[config.mk]
export PLATFORM = sky130hd
export DESIGN_NAME = early_disambig
export DESIGN_NICKNAME = d
export VERILOG_FILES = /design/src/rtl/edis_pkg.sv /design/src/rtl/edis_store_queue.sv /design/src/rtl/edis_cmp.sv /design/src/rtl/edis_ld_fsm.sv /design/src/rtl/early_disambig.sv
export SDC_FILE = /design/constraint.sdc
export NUM_CORES = 1
export LEC_CHECK = 0
export BUFFER_PORTS_ARGS = -buffer_cell sky130_fd_sc_hd__clkbuf_2
export CORE_UTILIZATION = 34
export CTS_CLUSTER_SIZE = 16
export DETAILED_ROUTE_END_ITERATION = 10
export GPL_TIMING_DRIVEN = 1
export RECOVER_POWER = 100
export SYNTH_ARGS = -nofsm -noshare
export SYNTH_HDL_FRONTEND = slang
export SYNTH_SLANG_ARGS = --single-unit
export TNS_END_PERCENT = 10
[constraint.sdc]
create_clock -name clk -period 4.7 [get_ports clk]
set_input_delay 1.175 -clock clk [delete_from_list [all_inputs] [get_ports clk]]
set_output_delay 1.175 -clock clk [all_outputs]
set_load 0.02 [all_outputs]
[src/rtl/edis_pkg.sv]
package edis_pkg;
    typedef enum logic [2:0] {
        LD_IDLE,
        LD_PART,
        LD_WAIT,
        LD_FULL,
        LD_HOLD
    } ld_state_t;
endpackage

[src/rtl/edis_store_queue.sv]
module edis_store_queue #(
    parameter int DEPTH = 8,
    parameter int PW    = 8,
    parameter int AW    = 32,
    parameter int IDXW  = $clog2(DEPTH)
) (
    input  logic                         clk,
    input  logic                         rst_n,
    input  logic                         alloc,
    input  logic                         retire,
    input  logic                         part_we,
    input  logic [IDXW-1:0]              part_idx,
    input  logic [PW-1:0]                part_addr,
    input  logic                         full_we,
    input  logic [IDXW-1:0]              full_idx,
    input  logic [AW-1:0]                full_addr,
    input  logic [IDXW:0]                age,
    output logic [IDXW:0]                tail_ptr,
    output logic                         q_full,
    output logic                         q_empty,
    output logic [DEPTH-1:0]             older_vec,
    output logic [DEPTH-1:0]             retire_vec,
    output logic [DEPTH-1:0]             pvld_vec,
    output logic [DEPTH-1:0][PW-1:0]     part_arr,
    output logic [DEPTH-1:0]             fvld_vec,
    output logic [DEPTH-1:0][AW-1:0]     full_arr
);
    localparam int PTRW = IDXW + 1;

    logic [PTRW-1:0] head_q, tail_q, count;
    logic [DEPTH-1:0] vld_q;
    logic alloc_ok, retire_ok;

    assign count     = tail_q - head_q;
    assign q_full    = (count == PTRW'(DEPTH));
    assign q_empty   = (count == '0);
    assign alloc_ok  = alloc && !q_full;
    assign retire_ok = retire && !q_empty;
    assign tail_ptr  = tail_q;

    always_ff @(posedge clk) begin
        if (!rst_n) begin
            head_q <= '0;
            tail_q <= '0;
        end else begin
            if (alloc_ok)  tail_q <= tail_q + 1'b1;
            if (retire_ok) head_q <= head_q + 1'b1;
        end
    end

    always_ff @(posedge clk) begin
        if (!rst_n) begin
            vld_q    <= '0;
            pvld_vec <= '0;
            fvld_vec <= '0;
            part_arr <= '0;
            full_arr <= '0;
        end else begin
            for (int i = 0; i < DEPTH; i++) begin
                if (retire_ok && head_q[IDXW-1:0] == IDXW'(i)) begin
                    vld_q[i] <= 1'b0;
                end else if (alloc_ok && tail_q[IDXW-1:0] == IDXW'(i)) begin
                    vld_q[i]    <= 1'b1;
                    pvld_vec[i] <= 1'b0;
                    fvld_vec[i] <= 1'b0;
                end
                if (part_we && vld_q[i] && part_idx == IDXW'(i)) begin
                    pvld_vec[i] <= 1'b1;
                    part_arr[i] <= part_addr;
                end
                if (full_we && vld_q[i] && full_idx == IDXW'(i)) begin
                    fvld_vec[i] <= 1'b1;
                    full_arr[i] <= full_addr;
                end
            end
        end
    end

    always_comb begin
        logic [PTRW-1:0] lim;
        logic [IDXW-1:0] rel;
        lim = age - head_q;
        for (int i = 0; i < DEPTH; i++) begin
            rel           = IDXW'(i) - head_q[IDXW-1:0];
            older_vec[i]  = vld_q[i] && ({1'b0, rel} < lim);
            retire_vec[i] = retire_ok && (head_q[IDXW-1:0] == IDXW'(i));
        end
    end
endmodule

[src/rtl/edis_cmp.sv]
module edis_cmp #(
    parameter int DEPTH = 8,
    parameter int PW    = 8,
    parameter int AW    = 32
) (
    input  logic [DEPTH-1:0]         pvld_vec,
    input  logic [DEPTH-1:0][PW-1:0] part_arr,
    input  logic [DEPTH-1:0]         fvld_vec,
    input  logic [DEPTH-1:0][AW-1:0] full_arr,
    input  logic [PW-1:0]            ld_part,
    input  logic [AW-1:0]            ld_full,
    output logic [DEPTH-1:0]         part_hit_vec,
    output logic [DEPTH-1:0]         full_hit_vec
);
    for (genvar g = 0; g < DEPTH; g++) begin : g_lane
        assign part_hit_vec[g] = !pvld_vec[g] || (part_arr[g] == ld_part);
        assign full_hit_vec[g] = !fvld_vec[g] || (full_arr[g] == ld_full);
    end
endmodule

[src/rtl/edis_ld_fsm.sv]
module edis_ld_fsm
    import edis_pkg::*;
#(
    parameter int DEPTH    = 8,
    parameter int PW       = 8,
    parameter int AW       = 32,
    parameter int PART_LAT = 3,
    parameter int FULL_LAT = 5
) (
    input  logic             clk,
    input  logic             rst_n,
    input  logic             ld_req,
    input  logic [PW-1:0]    ld_req_part,
    input  logic             ld_full_we,
    input  logic [AW-1:0]    ld_full_addr,
    input  logic [DEPTH-1:0] older_vec,
    input  logic [DEPTH-1:0] retire_vec,
    input  logic [DEPTH-1:0] part_hit_vec,
    input  logic [DEPTH-1:0] full_hit_vec,
    output logic [PW-1:0]    ld_part_q,
    output logic [AW-1:0]    ld_full_q,
    output logic             busy,
    output logic             part_done,
    output logic             part_hit,
    output logic             early_go,
    output logic             dep,
    output logic             clear,
    output logic             confirm
);
    localparam int MAXLAT = (PART_LAT > FULL_LAT) ? PART_LAT : FULL_LAT;
    localparam int CNTW   = $clog2(MAXLAT + 1);

    ld_state_t state_q, nxt;
    logic [CNTW-1:0]  cnt_q;
    logic [DEPTH-1:0] mask_q, live, f_mask;
    logic             full_have_q, full_rdy, p_conf, part_end, full_end;

    assign live     = mask_q & ~retire_vec;
    assign p_conf   = |(live & part_hit_vec);
    assign f_mask   = live & full_hit_vec;
    assign full_rdy = full_have_q || ld_full_we;
    assign part_end = (state_q == LD_PART) && (cnt_q == '0);
    assign full_end = (state_q == LD_FULL) && (cnt_q == '0);
    assign busy     = (state_q != LD_IDLE);

    always_comb begin
        nxt = state_q;
        unique case (state_q)
            LD_IDLE: if (ld_req) nxt = LD_PART;
            LD_PART: if (cnt_q == '0) nxt = p_conf ? (full_rdy ? LD_FULL : LD_WAIT) : LD_IDLE;
            LD_WAIT: if (full_rdy) nxt = LD_FULL;
            LD_FULL: if (cnt_q == '0) nxt = (|f_mask) ? LD_HOLD : LD_IDLE;
            LD_HOLD: if (live == '0) nxt = LD_IDLE;
            default: nxt = LD_IDLE;
        endcase
    end

    always_ff @(posedge clk) begin
        if (!rst_n) state_q <= LD_IDLE;
        else        state_q <= nxt;
    end

    always_ff @(posedge clk) begin
        if (!rst_n) begin
            cnt_q       <= '0;
            mask_q      <= '0;
            full_have_q <= 1'b0;
            ld_part_q   <= '0;
            ld_full_q   <= '0;
        end else begin
            if (state_q != nxt) begin
                if (nxt == LD_PART)      cnt_q <= CNTW'(PART_LAT - 1);
                else if (nxt == LD_FULL) cnt_q <= CNTW'(FULL_LAT - 1);
                else                     cnt_q <= '0;
            end else if (cnt_q != '0) begin
                cnt_q <= cnt_q - 1'b1;
            end

            if (state_q == LD_IDLE && ld_req)  mask_q <= older_vec & ~retire_vec;
            else if (part_end)                 mask_q <= live & part_hit_vec;
            else if (full_end)                 mask_q <= f_mask;
            else                               mask_q <= live;

            if (state_q == LD_IDLE) begin
                if (ld_req) begin
                    ld_part_q   <= ld_req_part;
                    full_have_q <= 1'b0;
                end
            end else if (ld_full_we) begin
                full_have_q <= 1'b1;
                ld_full_q   <= ld_full_addr;
            end
        end
    end

    always_ff @(posedge clk) begin
        if (!rst_n) begin
            part_done <= 1'b0;
            part_hit  <= 1'b0;
            early_go  <= 1'b0;
            dep       <= 1'b0;
            clear     <= 1'b0;
            confirm   <= 1'b0;
        end else begin
            part_done <= part_end;
            part_hit  <= part_end && p_conf;
            early_go  <= part_end && !p_conf;
            clear     <= full_end && !(|f_mask);
            confirm   <= full_end && (|f_mask);
            if (part_end && p_conf)
                dep <= 1'b1;
            else if ((full_end && !(|f_mask)) || (state_q == LD_HOLD && live == '0))
                dep <= 1'b0;
        end
    end
endmodule

[src/rtl/early_disambig.sv]
module early_disambig #(
    parameter int DEPTH    = 8,
    parameter int PW       = 8,
    parameter int AW       = 32,
    parameter int PART_LAT = 3,
    parameter int FULL_LAT = 5,
    parameter int IDXW     = $clog2(DEPTH)
) (
    input  logic            clk,
    input  logic            rst_n,
    input  logic            st_alloc,
    output logic [IDXW:0]   st_alloc_ptr,
    output logic            sq_full,
    output logic            sq_empty,
    input  logic            st_retire,
    input  logic            st_part_we,
    input  logic [IDXW-1:0] st_part_idx,
    input  logic [PW-1:0]   st_part_addr,
    input  logic            st_full_we,
    input  logic [IDXW-1:0] st_full_idx,
    input  logic [AW-1:0]   st_full_addr,
    input  logic            ld_req,
    input  logic [IDXW:0]   ld_req_age,
    input  logic [PW-1:0]   ld_req_part,
    input  logic            ld_full_we,
    input  logic [AW-1:0]   ld_full_addr,
    output logic            ld_busy,
    output logic            ld_part_done,
    output logic            ld_part_hit,
    output logic            ld_early_go,
    output logic            ld_dep,
    output logic            ld_clear,
    output logic            ld_confirm
);
    logic [DEPTH-1:0]         older_vec, retire_vec, pvld_vec, fvld_vec;
    logic [DEPTH-1:0]         part_hit_vec, full_hit_vec;
    logic [DEPTH-1:0][PW-1:0] part_arr;
    logic [DEPTH-1:0][AW-1:0] full_arr;
    logic [PW-1:0]            ld_part_q;
    logic [AW-1:0]            ld_full_q;

    edis_store_queue #(.DEPTH(DEPTH), .PW(PW), .AW(AW), .IDXW(IDXW)) u_sq (
        .clk        (clk),
        .rst_n      (rst_n),
        .alloc      (st_alloc),
        .retire     (st_retire),
        .part_we    (st_part_we),
        .part_idx   (st_part_idx),
        .part_addr  (st_part_addr),
        .full_we    (st_full_we),
        .full_idx   (st_full_idx),
        .full_addr  (st_full_addr),
        .age        (ld_req_age),
        .tail_ptr   (st_alloc_ptr),
        .q_full     (sq_full),
        .q_empty    (sq_empty),
        .older_vec  (older_vec),
        .retire_vec (retire_vec),
        .pvld_vec   (pvld_vec),
        .part_arr   (part_arr),
        .fvld_vec   (fvld_vec),
        .full_arr   (full_arr)
    );

    edis_cmp #(.DEPTH(DEPTH), .PW(PW), .AW(AW)) u_cmp (
        .pvld_vec     (pvld_vec),
        .part_arr     (part_arr),
        .fvld_vec     (fvld_vec),
        .full_arr     (full_arr),
        .ld_part      (ld_part_q),
        .ld_full      (ld_full_q),
        .part_hit_vec (part_hit_vec),
        .full_hit_vec (full_hit_vec)
    );

    edis_ld_fsm #(
        .DEPTH(DEPTH), .PW(PW), .AW(AW), .PART_LAT(PART_LAT), .FULL_LAT(FULL_LAT)
    ) u_fsm (
        .clk          (clk),
        .rst_n        (rst_n),
        .ld_req       (ld_req),
        .ld_req_part  (ld_req_part),
        .ld_full_we   (ld_full_we),
        .ld_full_addr (ld_full_addr),
        .older_vec    (older_vec),
        .retire_vec   (retire_vec),
        .part_hit_vec (part_hit_vec),
        .full_hit_vec (full_hit_vec),
        .ld_part_q    (ld_part_q),
        .ld_full_q    (ld_full_q),
        .busy         (ld_busy),
        .part_done    (ld_part_done),
        .part_hit     (ld_part_hit),
        .early_go     (ld_early_go),
        .dep          (ld_dep),
        .clear        (ld_clear),
        .confirm      (ld_confirm)
    );
endmodule

==> out/qor.yml, run 1 <==
run_status: "finished, violations left"
violations_in_the_final_reports: "design-rule violations, max-capacitance violations, max-slew violations"
ctsHoldBuffers: 0
area.growth.synth_to_final_pct: 10.9
final.setup.worst_slack_ns: 0.411
post_synth_and_or_nand_nor_area_fraction_pct: 19.9
detailed_place_hpwl_mm: 44.5
fraction_of_the_mapped_netlist_area_in_compound_gates_pct: 15.1
grt_remaining_overflow: 0
number_of_ports_placed_on_the_die_boundary: 111
criticalPathCategory: "register to output pin"
synth.yosys.warnings: 0
die-height_um: 247
synth_top_family_by_area: "simple AND/OR/NAND/NOR gates"
antenna_found_initial: 1
grt_pass1_vias: 15697
slew_violations: 466
timing.critical_path.slowest_stage_cell: "sky130_fd_sc_hd__dfxtp_1"
achievable-frequency_ghz: 0.233
via_per_inst: 5.13
finalHoldViolations: 0
dr.first_iter.drc_count: 1257
synth_ff_type: "sky130_fd_sc_hd__dfxtp_1"
final_util_pct: 38.3
post_route_cells_drive_above_1_share_pct: 7.94
coreArea_sq_mm: 0.0591
min-delay-path-class: "register to register"
place_inst: 3113
synthesis.instances: 2404
post-synth-top-count-cell: "sky130_fd_sc_hd__nand2_1"
postRouteAntennaNets: 0
synth_area_leader_cell: "sky130_fd_sc_hd__dfxtp_1"
synth-adder-area-share_pct: 2.22
crit_fanout: 21
power_density_mw_per_mm2: 408
drt-pass1-iter-count: 8
wl_per_cell_um: 20.7
timing.critical_path.buf_inv: 3
floorplan.die.width_um: 247
timing.slew.headroom_pct: -95.7
max_slew.worst_pin.slew_ns: 2.93
edff_count_synth: 0
yosys-top-cells-count: "sky130_fd_sc_hd__nand2_1 (625), sky130_fd_sc_hd__dfxtp_1 (413), sky130_fd_sc_hd__a21boi_0 (316)"
worst_path_most_repeated_cell: "sky130_fd_sc_hd__a21oi_1"
num-nets-final: 2520
n_fill_cell: 5921
max_cap_violations: 10
clock-sinks: 413
seq_total_area_yosys_pct: 40.5
cp_slowest_stage_delay_ns: 0.61
grt_start_max_net_pins: 164
synthXorXnorAreaFrac_pct: 14.1
first_pass_grt_wire_length_mm: 99.1
synth.ff_latch_count: 413
tritoncts: "yes"
cp-end-kind: "output pin"
initial_util_pct: 34.5
worst_path_dominant_cell_family: "buffers and inverters"
post_cts.repair.setup_buffers: 0
period_needed_ns: 4.29
power.ir.vdd_worst_v: 0.000280
timing.final.setup_violations: 0
rsz_0062_raised_after_global_routing: "false"
syn-cell-area_sq_mm: 0.0204
clk-insertion-delay-late_ns: 0.58
io_buffers: 110
multi_input_gate_area_sq_mm: 0.0111
main_area_contributors_after_synthesis: "sky130_fd_sc_hd__dfxtp_1 (41%), sky130_fd_sc_hd__xor2_1 (12%), sky130_fd_sc_hd__a21boi_0 (12%)"
finClkSkew_ns: 0.0163
mux_cell_area_share_after_synthesis_pct: 3.34
via_count: 16360
mappedNetlistNets: 2537
worstPathCellList: "inv_1 -> ha_1 -> a21oi_1 -> a21oi_1 -> nor4_1 -> buf_4 -> clkbuf_1"
instances_no_fill: 3191
cts_buffers: 45
route.detailed.drc: 20
fin_tns_setup_ns: 0
cts_h_tree_depth: 2
grt_use_total_pct: 21.5
cts-root-buf: "sky130_fd_sc_hd__clkbuf_16"
setup.worst_path.start_class: "register"
synthArstFlopShare_pct: 0
cp_data_required_time_ns: 3.52
floorplan.rows: 89
wirelength_mm: 66.0
design.die.area_sq_mm: 0.0610
globalplace.congestion: 0.848
synthesized_area_per_cell_sq_um: 8.49
total_leakage_power_nw: 9.70
place_worst_setup_slack_ns: 1.02
sequential_cell_area_sq_mm: 0.00827
worst_setup_hold_path_clk_slew_ns: 0.07
cts_buffer_depth: 3
postCtsResizedCells: 0
netlist.area_leader.share_pct: 40.5
yosysUniqueCellTypes: 53
min_period_over_period_pct: 91.3
crit_arrival_ns: 3.11
worst reg2reg max path, cell delays in order, from the launching register on:
cell and delay (ns):
sky130_fd_sc_hd__dfxtp_1 0.61, sky130_fd_sc_hd__inv_1 0.27, sky130_fd_sc_hd__ha_1 0.38, sky130_fd_sc_hd__a21oi_1 0.22, sky130_fd_sc_hd__a21oi_1 0.14, sky130_fd_sc_hd__o41ai_1 1.21, sky130_fd_sc_hd__o21ai_0 0.31, sky130_fd_sc_hd__nand2_1 0.19
sky130_fd_sc_hd__nor3_1 0.10, sky130_fd_sc_hd__o41ai_2 0.38, sky130_fd_sc_hd__a32o_1 0.22
sequential cells by signal (all words and copies together) (netlist names), 3 cells and up:
signal and flops:
u_sq.full_arr 256, u_sq.part_arr 64, u_fsm.ld_full_q 32, u_fsm.ld_part_q 8
u_fsm.mask_q 8, u_sq.fvld_vec 8, u_sq.pvld_vec 8, u_sq.vld_q 8
u_sq.head_q 4, u_sq.tail_ptr 4, u_fsm.cnt_q 3, u_fsm.state_q 3
logic make-up (layout without fill, tap and decap cells):
| kind of cell | after synthesis | after routing |
|---|---|---|
| compound gates | 426 | 426 |
| xor+xnor | 329 | 329 |
| fa+ha+maj | 35 | 35 |
| buf+inv | 228 | 241 |
| flops | 413 | 413 |
| mux | 68 | 68 |
| other cells | 0 | 1 |
| simple gates | 905 | 905 |
power breakdown:
| part | leakage [nW] | internal, mW | switching, mW |
|---|---|---|---|
| clock | 0.710 | 2.07 | 1.48 |
| sequential | 3.33 | 3.60 | 0.228 |
| combinational | 5.66 | 0.659 | 1.20 |
layer usage:
layer / part of all wire (%) / vias to the layer above / GRT usage, %
li1: - / 7860 / -
met5: 0 / - / 0
met1: 45 / 7950 / 29.2
met4: 2.9 / 0 / 6.61
met2: 46 / 448 / 35.0
met3: 6.3 / 102 / 3.11
path summary, 6_finish.rpt:
kind	startpoint	to	slack, ns	cells after the start
setup / recovery	u_sq.head_q[2]	sq_empty	0.41	7
hold / removal	u_sq.pvld_vec[7]	u_sq.pvld_vec[7]	0.47	2
setup reg to reg	u_sq.head_q[2]	u_fsm.cnt_q[2]	0.61	10
hold reg to reg	u_sq.pvld_vec[7]	u_sq.pvld_vec[7]	0.47	2
area by class of cell:
class	count	area share, %
tap	773	4.27
sequential	413	36.5
inverter	20	0.332
clock inverter	11	0.658
antenna	1	0.0111
clock buffer	66	5.73
multi-input combinational	1763	49.2
timing repair buffer	144	3.30
metrics by stage:
| step | hold slack [ns] | total power, mW | cell area (sq um) |
|---|---|---|---|
| floorplan | 0.440 | 5.07 | 20400 |
| global placement | 0.457 | 5.76 | 21300 |
| detailed placement | 0.462 | 5.78 | 21300 |
| CTS | 0.471 | 9.31 | 22700 |
| global route | 0.489 | 9.61 | 22600 |
| finish | 0.472 | 9.24 | 22600 |
placed cells by master, fill, tap and decap left out, types with 37 or more instances in the layout:
| cell type | instances |
|---|---|
| sky130_fd_sc_hd__nor2b_1 | 88 |
| sky130_fd_sc_hd__xnor2_1 | 57 |
| sky130_fd_sc_hd__mux2i_1 | 67 |
| sky130_fd_sc_hd__nand2_1 | 625 |
| sky130_fd_sc_hd__clkbuf_2 | 98 |
| sky130_fd_sc_hd__clkbuf_1 | 37 |
| sky130_fd_sc_hd__nor4_1 | 69 |
| sky130_fd_sc_hd__a21boi_0 | 316 |
| sky130_fd_sc_hd__clkbuf_16 | 46 |
| sky130_fd_sc_hd__xor2_1 | 272 |
| sky130_fd_sc_hd__dfxtp_1 | 413 |
(Power assumes the default switching activity.)
==> run 2: changes to the inputs <==
--- a/config.mk
+++ b/config.mk
@@ -6,6 +6,7 @@
 export NUM_CORES = 1
 export LEC_CHECK = 0
 export BUFFER_PORTS_ARGS = -buffer_cell sky130_fd_sc_hd__clkbuf_2
+export CAP_MARGIN = 5
 export CORE_UTILIZATION = 34
 export CTS_CLUSTER_SIZE = 16
 export DETAILED_ROUTE_END_ITERATION = 10
==> constraint.sdc (replaced) <==
create_clock -name clk -period 5.25 [get_ports clk]
set_input_delay 1.3125 -clock clk [delete_from_list [all_inputs] [get_ports clk]]
set_output_delay 1.3125 -clock clk [all_outputs]
set_load 0.02 [all_outputs]
==> run 2 against run 1 <==
Against the previous run:
- the run still ends with design-rule violations, max-capacitance violations, max-slew violations left
- register-to-register slack better by 0.96 ns
- combinational power down 9%
- via count down 0.28%
==> out/qor.yml, run 2 (same netlist as run 1, synthesis figures left out) <==
grt_remaining_overflow: 0  # unchanged
min_period_over_period_pct: 80.4
grt_start_max_net_pins: 200  # was 164
sequentialPowerShare_pct: 41.3  # was 41.5%
largest_register_ffs: 256  # unchanged
period_needed_ns: 4.22
num-nets-final: 2515  # was 2,520
post_cts.repair.setup_buffers: 0  # unchanged
place_worst_setup_slack_ns: 1.45  # was 1.02 ns
biggestRegsByFlops: "u_sq.full_arr: 256 flops, u_sq.part_arr: 64 flops, u_fsm.ld_full_q: 32 flops"  # unchanged
floorplan.rows: 89  # unchanged
power_density_mw_per_mm2: 366  # was 408 mW/mm^2
area.growth.synth_to_final_pct: 11.4  # was 10.9%
max_cap_violations: 1  # was 10
die-height_um: 247  # unchanged
drt-pass1-iter-count: 8  # unchanged
globalplace.congestion: 0.855  # was 0.848
min-delay-start: "u_sq.pvld_vec[3]"  # was u_sq.pvld_vec[7]
postCtsResizedCells: 0  # unchanged
hold_path_end: "u_sq.pvld_vec[3]"  # was u_sq.pvld_vec[7]
floorplan.die.width_um: 247  # unchanged
clk-insertion-delay-late_ns: 0.59  # was 0.58 ns
min-delay-path-class: "register to register"  # unchanged
violations_in_the_final_reports: "design-rule violations, max-capacitance violations, max-slew violations"  # unchanged
slew_violations: 198  # was 466
cts_buffers: 45  # unchanged
worst_r2r_endpoint: "u_fsm.cnt_q[2]"  # unchanged
clock-sinks: 413  # unchanged
cts-root-buf: "sky130_fd_sc_hd__clkbuf_16"  # unchanged
power.share.switching_pct: 31.5  # about the same
cts_h_tree_depth: 2  # unchanged
final_cell_mix: "sky130_fd_sc_hd__nand2_1 (625), sky130_fd_sc_hd__dfxtp_1 (413), sky130_fd_sc_hd__a21boi_0 (316)"  # unchanged
ctsHoldBuffers: 0  # unchanged
post_route_cells_drive_above_1_share_pct: 8.65  # was 7.94%
wirelength_mm: 66.2  # was 66.0 mm
antenna_found_initial: 1  # unchanged
run_status: "finished, violations left"  # unchanged
route.detailed.drc: 20  # unchanged
power_after_layout_mw: 8.32  # was 9.24 mW
first_pass_grt_wire_length_mm: 99.3  # was 99.1 mm
total_switching_power_mw: 2.62  # was 2.91 mW
cp-end-kind: "output pin"  # unchanged
design.die.area_sq_mm: 0.0610  # unchanged
rsz_0062_raised_after_global_routing: "false"  # unchanged
crit_arrival_ns: 2.91  # was 3.11 ns
max_slew.worst_pin.slew_ns: 3.58  # was 2.93 ns
worst_setup_hold_path_clk_slew_ns: 0.06  # was 0.07 ns
tritoncts: "yes"  # unchanged
max_flop_register: "u_sq.full_arr"  # unchanged
achievable-frequency_ghz: 0.237
setup.worst_path.start_class: "register"  # unchanged
detailed_place_hpwl_mm: 44.5  # about the same
fin_hold_ws_ns: 0.464  # was 0.472 ns
fin_tns_setup_ns: 0  # unchanged
cellInternalPower_mw: 5.70  # was 6.33 mW
grt_pass1_vias: 15832  # was 15,697
number_of_ports_placed_on_the_die_boundary: 111  # unchanged
dr.first_iter.drc_count: 1293  # was 1,257
worst_r2r_path_cells: 11  # was 10
coreArea_sq_mm: 0.0591  # unchanged
final_common_cell: "sky130_fd_sc_hd__nand2_1"  # unchanged
crit_fanout: 21  # unchanged
timing.final.setup_violations: 0  # unchanged
cp_data_required_time_ns: 3.94  # was 3.52 ns
cts_buffer_depth: 3  # unchanged
io_buffers: 110  # unchanged
grt_use_total_pct: 21.7  # was 21.5%
via_count: 16315  # was 16,360
comb_power_share_pct: 20.3  # was 20.1%
pwr-share-clk_pct: 38.4  # about the same
r2r_path_start: "u_sq.head_q[2]"  # unchanged
via_per_inst: 5.11  # was 5.13
timing.slew.headroom_pct: -138  # was -95.7%
power.ir.vdd_worst_v: 0.000230  # was 0.000280 V
timing.hold.worst_path_depth: 2  # unchanged
final.setup.worst_slack_ns: 1.03  # was 0.411 ns
worst_setup_slack_for_register_to_register_paths_ns: 1.57  # was 0.61 ns
finClkSkew_ns: 0.0234  # was 0.0163 ns
postRouteAntennaNets: 0  # unchanged
wl_per_cell_um: 20.8  # was 20.7 um
finalHoldViolations: 0  # unchanged
initial_util_pct: 34.5  # unchanged
total_leakage_power_nw: 9.75  # was 9.70 nW
criticalPathCategory: "register to output pin"  # unchanged
n_fill_cell: 5959  # was 5,921
==> run 2: cell types whose count changed in the layout (fill, tap and decap cells not counted), sizes merged <==
cell and change:
clkbuf -12, buf +7, clkinvlp +4, clkinv -1, diode +1
==> run 2: critical path, cell delays in order, from the launching register on <==
cell,delay (ns)
sky130_fd_sc_hd__dfxtp_1,0.58
sky130_fd_sc_hd__inv_1,0.26
sky130_fd_sc_hd__ha_1,0.38
sky130_fd_sc_hd__a21oi_1,0.21
sky130_fd_sc_hd__a21oi_2,0.11
sky130_fd_sc_hd__nor4_2,0.28
sky130_fd_sc_hd__buf_4,0.30
sky130_fd_sc_hd__clkbuf_2,0.21
==> run 2: area by class of cell <==
type	count	area (sq um)	area share (%)
repair buffers	139	778	3.43
well taps	773	967	4.26
flip-flops and latches	413	8270	36.4
diodes	2	5.00	0.0220
clock buffers	66	1310	5.75
clock inverters	14	166	0.732
inverters	20	75.1	0.330
multi-input cells	1763	11200	49.1
==> run 2: stage by stage <==
step                std cells  util (%)  cell area [sq um]
global route             3189      38.4              22700
CTS                      3188      38.5              22700
global placement         3108      36.0              21300
finish                   3190      38.4              22700
detailed placement       3108      36.0              21300
floorplan                2404         -              20400
==> run 2: worst max-delay path by stage <==
stage / from / to / slack, ns
after floorplan: ld_req_age[0] / u_fsm.mask_q[6] / 1.91
after detailed placement: ld_req_age[0] / u_fsm.mask_q[6] / 1.45
final: u_sq.head_q[2] / sq_empty / 1.03
after CTS: u_sq.head_q[2] / sq_empty / 1.04
after global routing: rst_n / u_fsm.cnt_q[2] / 0.74
after global placement: ld_req_age[0] / u_fsm.mask_q[3] / 1.48
==> run 2: routing by layer <==
layer / track usage (%) / up-vias / part of all wire (%)
li1: - / 7871 / -
met1: 28.7 / 7820 / 44
met2: 34.4 / 501 / 45
met3: 3.82 / 123 / 6.2
met4: 9.39 / 0 / 4.1
met5: 0 / - / 0
==> run 2: power by group through the flow <==
stage	Clock, mW	Sequential, mW	Combinational [mW]
global route	3.36	3.45	1.83
global placement	0	3.50	1.64
floorplan	0	3.36	1.18
CTS	3.26	3.44	1.68
finish	3.19	3.44	1.69
detailed placement	0	3.50	1.66
==> run 3: changes to the inputs <==
==> constraint.sdc (replaced) <==
create_clock -name clk -period 3.65 [get_ports clk]
set_input_delay 0.9125 -clock clk [delete_from_list [all_inputs] [get_ports clk]]
set_output_delay 0.9125 -clock clk [all_outputs]
set_load 0.02 [all_outputs]
==> run 3 against run 2 <==
Against the previous run:
- the run still ends with design-rule violations, max-capacitance violations, max-slew violations left
- combinational power rose by 46%
- via count rose by 1.4%
- clock-buffer cell count fell by 3
- worst setup slack got worse by 0.82 ns
- clock power rose by 41%
- cell count rose by 0.69%
- global-route usage fell by 0.077 points
- sequential cell count did not move
- critical path type unchanged
==> out/qor.yml, run 3 (same netlist as run 1, synthesis figures left out) <==
power_density_mw_per_mm2: 520  # was 366 mW/mm^2
cts_h_tree_depth: 2  # unchanged
dr.first_iter.drc_count: 1363  # was 1,293
rsz_0062_raised_after_global_routing: "false"  # unchanged
power.ir.vdd_worst_v: 0.000329  # was 0.000230 V
coreArea_sq_mm: 0.0591  # unchanged
cts_buffers: 44  # was 45
finalHoldViolations: 0  # unchanged
clock-sinks: 413  # unchanged
initial_util_pct: 34.5  # unchanged
worst_path_most_repeated_cell: "sky130_fd_sc_hd__a21oi_1"
post_cts.repair.setup_buffers: 0  # unchanged
grt_use_total_pct: 21.6  # was 21.7%
grt_pass1_vias: 15752  # was 15,832
via_per_inst: 5.15  # was 5.11
criticalPathCategory: "register to output pin"  # unchanged
clk-insertion-delay-late_ns: 0.58  # was 0.59 ns
timing.slew.headroom_pct: -53.1  # was -138%
n_fill_cell: 5925  # was 5,959
timing.critical_path.slowest_stage_cell: "sky130_fd_sc_hd__dfxtp_1"  # unchanged
max_flop_register: "u_sq.full_arr"  # unchanged
design.die.area_sq_mm: 0.0610  # unchanged
detailed_place_hpwl_mm: 45.1  # was 44.5 mm
total_leakage_power_nw: 9.82  # was 9.75 nW
final_cell_mix: "sky130_fd_sc_hd__nand2_1 (625), sky130_fd_sc_hd__dfxtp_1 (413), sky130_fd_sc_hd__a21boi_0 (316)"  # unchanged
timing.critical_path.buf_inv: 2  # was 3
wirelength_mm: 66.6  # was 66.2 mm
place_inst: 3135  # was 3,108
min-delay-path-class: "register to register"  # unchanged
first_pass_grt_wire_length_mm: 99.4  # was 99.3 mm
cts-root-buf: "sky130_fd_sc_hd__clkbuf_16"  # unchanged
achievable-frequency_ghz: 0.291
biggestRegsByFlops: "u_sq.full_arr: 256 flops, u_sq.part_arr: 64 flops, u_fsm.ld_full_q: 32 flops"  # unchanged
timing.final.setup_violations: 0  # unchanged
crit_arrival_ns: 2.52  # was 2.91 ns
postRouteAntennaNets: 0  # unchanged
fin_tns_setup_ns: 0  # unchanged
r2r_path_start: "u_sq.head_q[1]"  # was u_sq.head_q[2]
worst_path_dominant_cell_family: "buffers and inverters"  # unchanged
instances_no_fill: 3212  # was 3,190
postCtsResizedCells: 0  # unchanged
floorplan.die.width_um: 247  # unchanged
area.growth.synth_to_final_pct: 11.9  # was 11.4%
wl_per_cell_um: 20.7  # was 20.8 um
die-height_um: 247  # unchanged
worstPathCellList: "inv_1 -> ha_1 -> a21oi_1 -> a21oi_1 -> nor4_1 -> clkbuf_1"  # was inv_1 -> ha_1 -> a21oi_1 -> a21oi_2 -> nor4_2 -> buf_4 -> clkbuf_2
drt-pass1-iter-count: 8  # unchanged
number_of_ports_placed_on_the_die_boundary: 111  # unchanged
finClkSkew_ns: 0.0175  # was 0.0234 ns
io_buffers: 110  # unchanged
largest_register_ffs: 256  # unchanged
worst_setup_hold_path_clk_slew_ns: 0.06  # about the same
setup.worst_path.start_class: "register"  # unchanged
num-nets-final: 2541  # was 2,515
worst_r2r_path_cells: 11  # unchanged
grt_remaining_overflow: 0  # unchanged
run_status: "finished, violations left"  # unchanged
crit_fanout: 7  # was 21
final_common_cell: "sky130_fd_sc_hd__nand2_1"  # unchanged
cts_buffer_depth: 3  # unchanged
grt_start_max_net_pins: 115  # was 200
tritoncts: "yes"  # unchanged
hold_path_end: "u_sq.pvld_vec[1]"  # was u_sq.pvld_vec[3]
violations_in_the_final_reports: "design-rule violations, max-capacitance violations, max-slew violations"  # unchanged
max_slew.worst_pin.slew_ns: 2.30  # was 3.58 ns
ctsHoldBuffers: 0  # unchanged
timing.hold.worst_path_depth: 2  # unchanged
min-delay-start: "u_sq.pvld_vec[1]"  # was u_sq.pvld_vec[3]
via_count: 16544  # was 16,315
cp_data_required_time_ns: 2.74  # was 3.94 ns
min_period_over_period_pct: 94.2
worst_r2r_endpoint: "u_fsm.cnt_q[2]"  # unchanged
slew_violations: 306  # was 198
period_needed_ns: 3.44
worst_setup_slack_for_register_to_register_paths_ns: 0.23  # was 1.57 ns
cp-end-kind: "output pin"  # unchanged
max_cap_violations: 9  # was 1
cp_slowest_stage_delay_ns: 0.48  # was 0.58 ns
floorplan.rows: 89  # unchanged
antenna_found_initial: 0  # was 1
globalplace.congestion: 0.883  # was 0.855
post_route_cells_drive_above_1_share_pct: 8.78  # was 8.65%
route.detailed.drc: 22  # was 20
-- run 3: changes by cell type in the layout (fill, tap and decap cells not counted), moves of 2 or more --
| cell | previous run | this run |
|---|---|---|
| sky130_fd_sc_hd__buf_4 | 27 | 42 |
| sky130_fd_sc_hd__clkbuf_1 | 24 | 36 |
| sky130_fd_sc_hd__and2_0 | 2 | 9 |
| sky130_fd_sc_hd__and2_1 | 12 | 6 |
| sky130_fd_sc_hd__clkbuf_2 | 98 | 92 |
| sky130_fd_sc_hd__clkinv_2 | 6 | 8 |
| sky130_fd_sc_hd__clkinvlp_4 | 4 | 2 |
| sky130_fd_sc_hd__o41ai_1 | 0 | 2 |
| sky130_fd_sc_hd__o41ai_2 | 2 | 0 |
-- run 3: area by class of cell --
cell class	instances	area, sq um	area share, %
clock buffers	63	1310	5.72
multi-input cells	1763	11100	48.7
inverters	20	75.1	0.329
clock inverters	13	131	0.575
diodes	1	2.50	0.0110
flip-flops and latches	413	8270	36.2
well taps	773	967	4.24
repair buffers	166	956	4.19
-- run 3: how the worst max path moves through the flow --
stage | cells past startpoint | start | end | slack [ns]
floorplan | 11 | u_sq.head_q[2] | u_fsm.cnt_q[1] | 0.65
global placement | 11 | u_sq.head_q[1] | u_fsm.cnt_q[1] | 0.44
detailed placement | 11 | u_sq.head_q[1] | u_fsm.cnt_q[2] | 0.34
CTS | 6 | u_sq.head_q[1] | sq_empty | 0.31
global route | 6 | u_sq.head_q[1] | sq_empty | 0.08
finish | 6 | u_sq.head_q[1] | sq_empty | 0.21
-- run 3: per-layer routing --
| metal | vias to the layer above | routed length [um] | GRT usage, % |
|---|---|---|---|
| met5 | - | 0 | 0 |
| met4 | 0 | 1990 | 6.81 |
| met3 | 115 | 3570 | 3.03 |
| met2 | 448 | 30400 | 34.8 |
| met1 | 8057 | 30700 | 29.6 |
| li1 | 7924 | - | - |
-- run 3: power breakdown --
part | leakage (nW) | internal, mW | switching (mW)
Combinational | 5.78 | 0.884 | 1.57
Sequential | 3.33 | 4.64 | 0.270
Clock | 0.708 | 2.62 | 1.89
-- run 3: worst reg2reg max path: stages (launching register included) --
cell                       delay [ns]
sky130_fd_sc_hd__dfxtp_1         0.48
sky130_fd_sc_hd__inv_1           0.22
sky130_fd_sc_hd__ha_1            0.35
sky130_fd_sc_hd__nand3b_1        0.09
sky130_fd_sc_hd__a21oi_1         0.26
sky130_fd_sc_hd__nor4_1          0.12
sky130_fd_sc_hd__buf_4           0.22
sky130_fd_sc_hd__o21a_1          0.23
sky130_fd_sc_hd__or4_1           0.61
sky130_fd_sc_hd__nor3_2          0.28
sky130_fd_sc_hd__o41ai_1         0.15
sky130_fd_sc_hd__a32o_1          0.28
-- run 3: stage by stage --
step                      power, mW  setup WS, ns  utilization (%)  instance area (sq um)  hold slack [ns]
after global routing           12.4        0.0755             38.6                  22800            0.472
after detailed placement       7.47         0.343             36.3                  21500            0.456
after global placement         7.45         0.437             36.3                  21500            0.452
after floorplan                6.53         0.646                -                  20400            0.440
after CTS                      12.0         0.309             38.8                  22900            0.465
final                          11.9         0.213             38.6                  22800            0.466
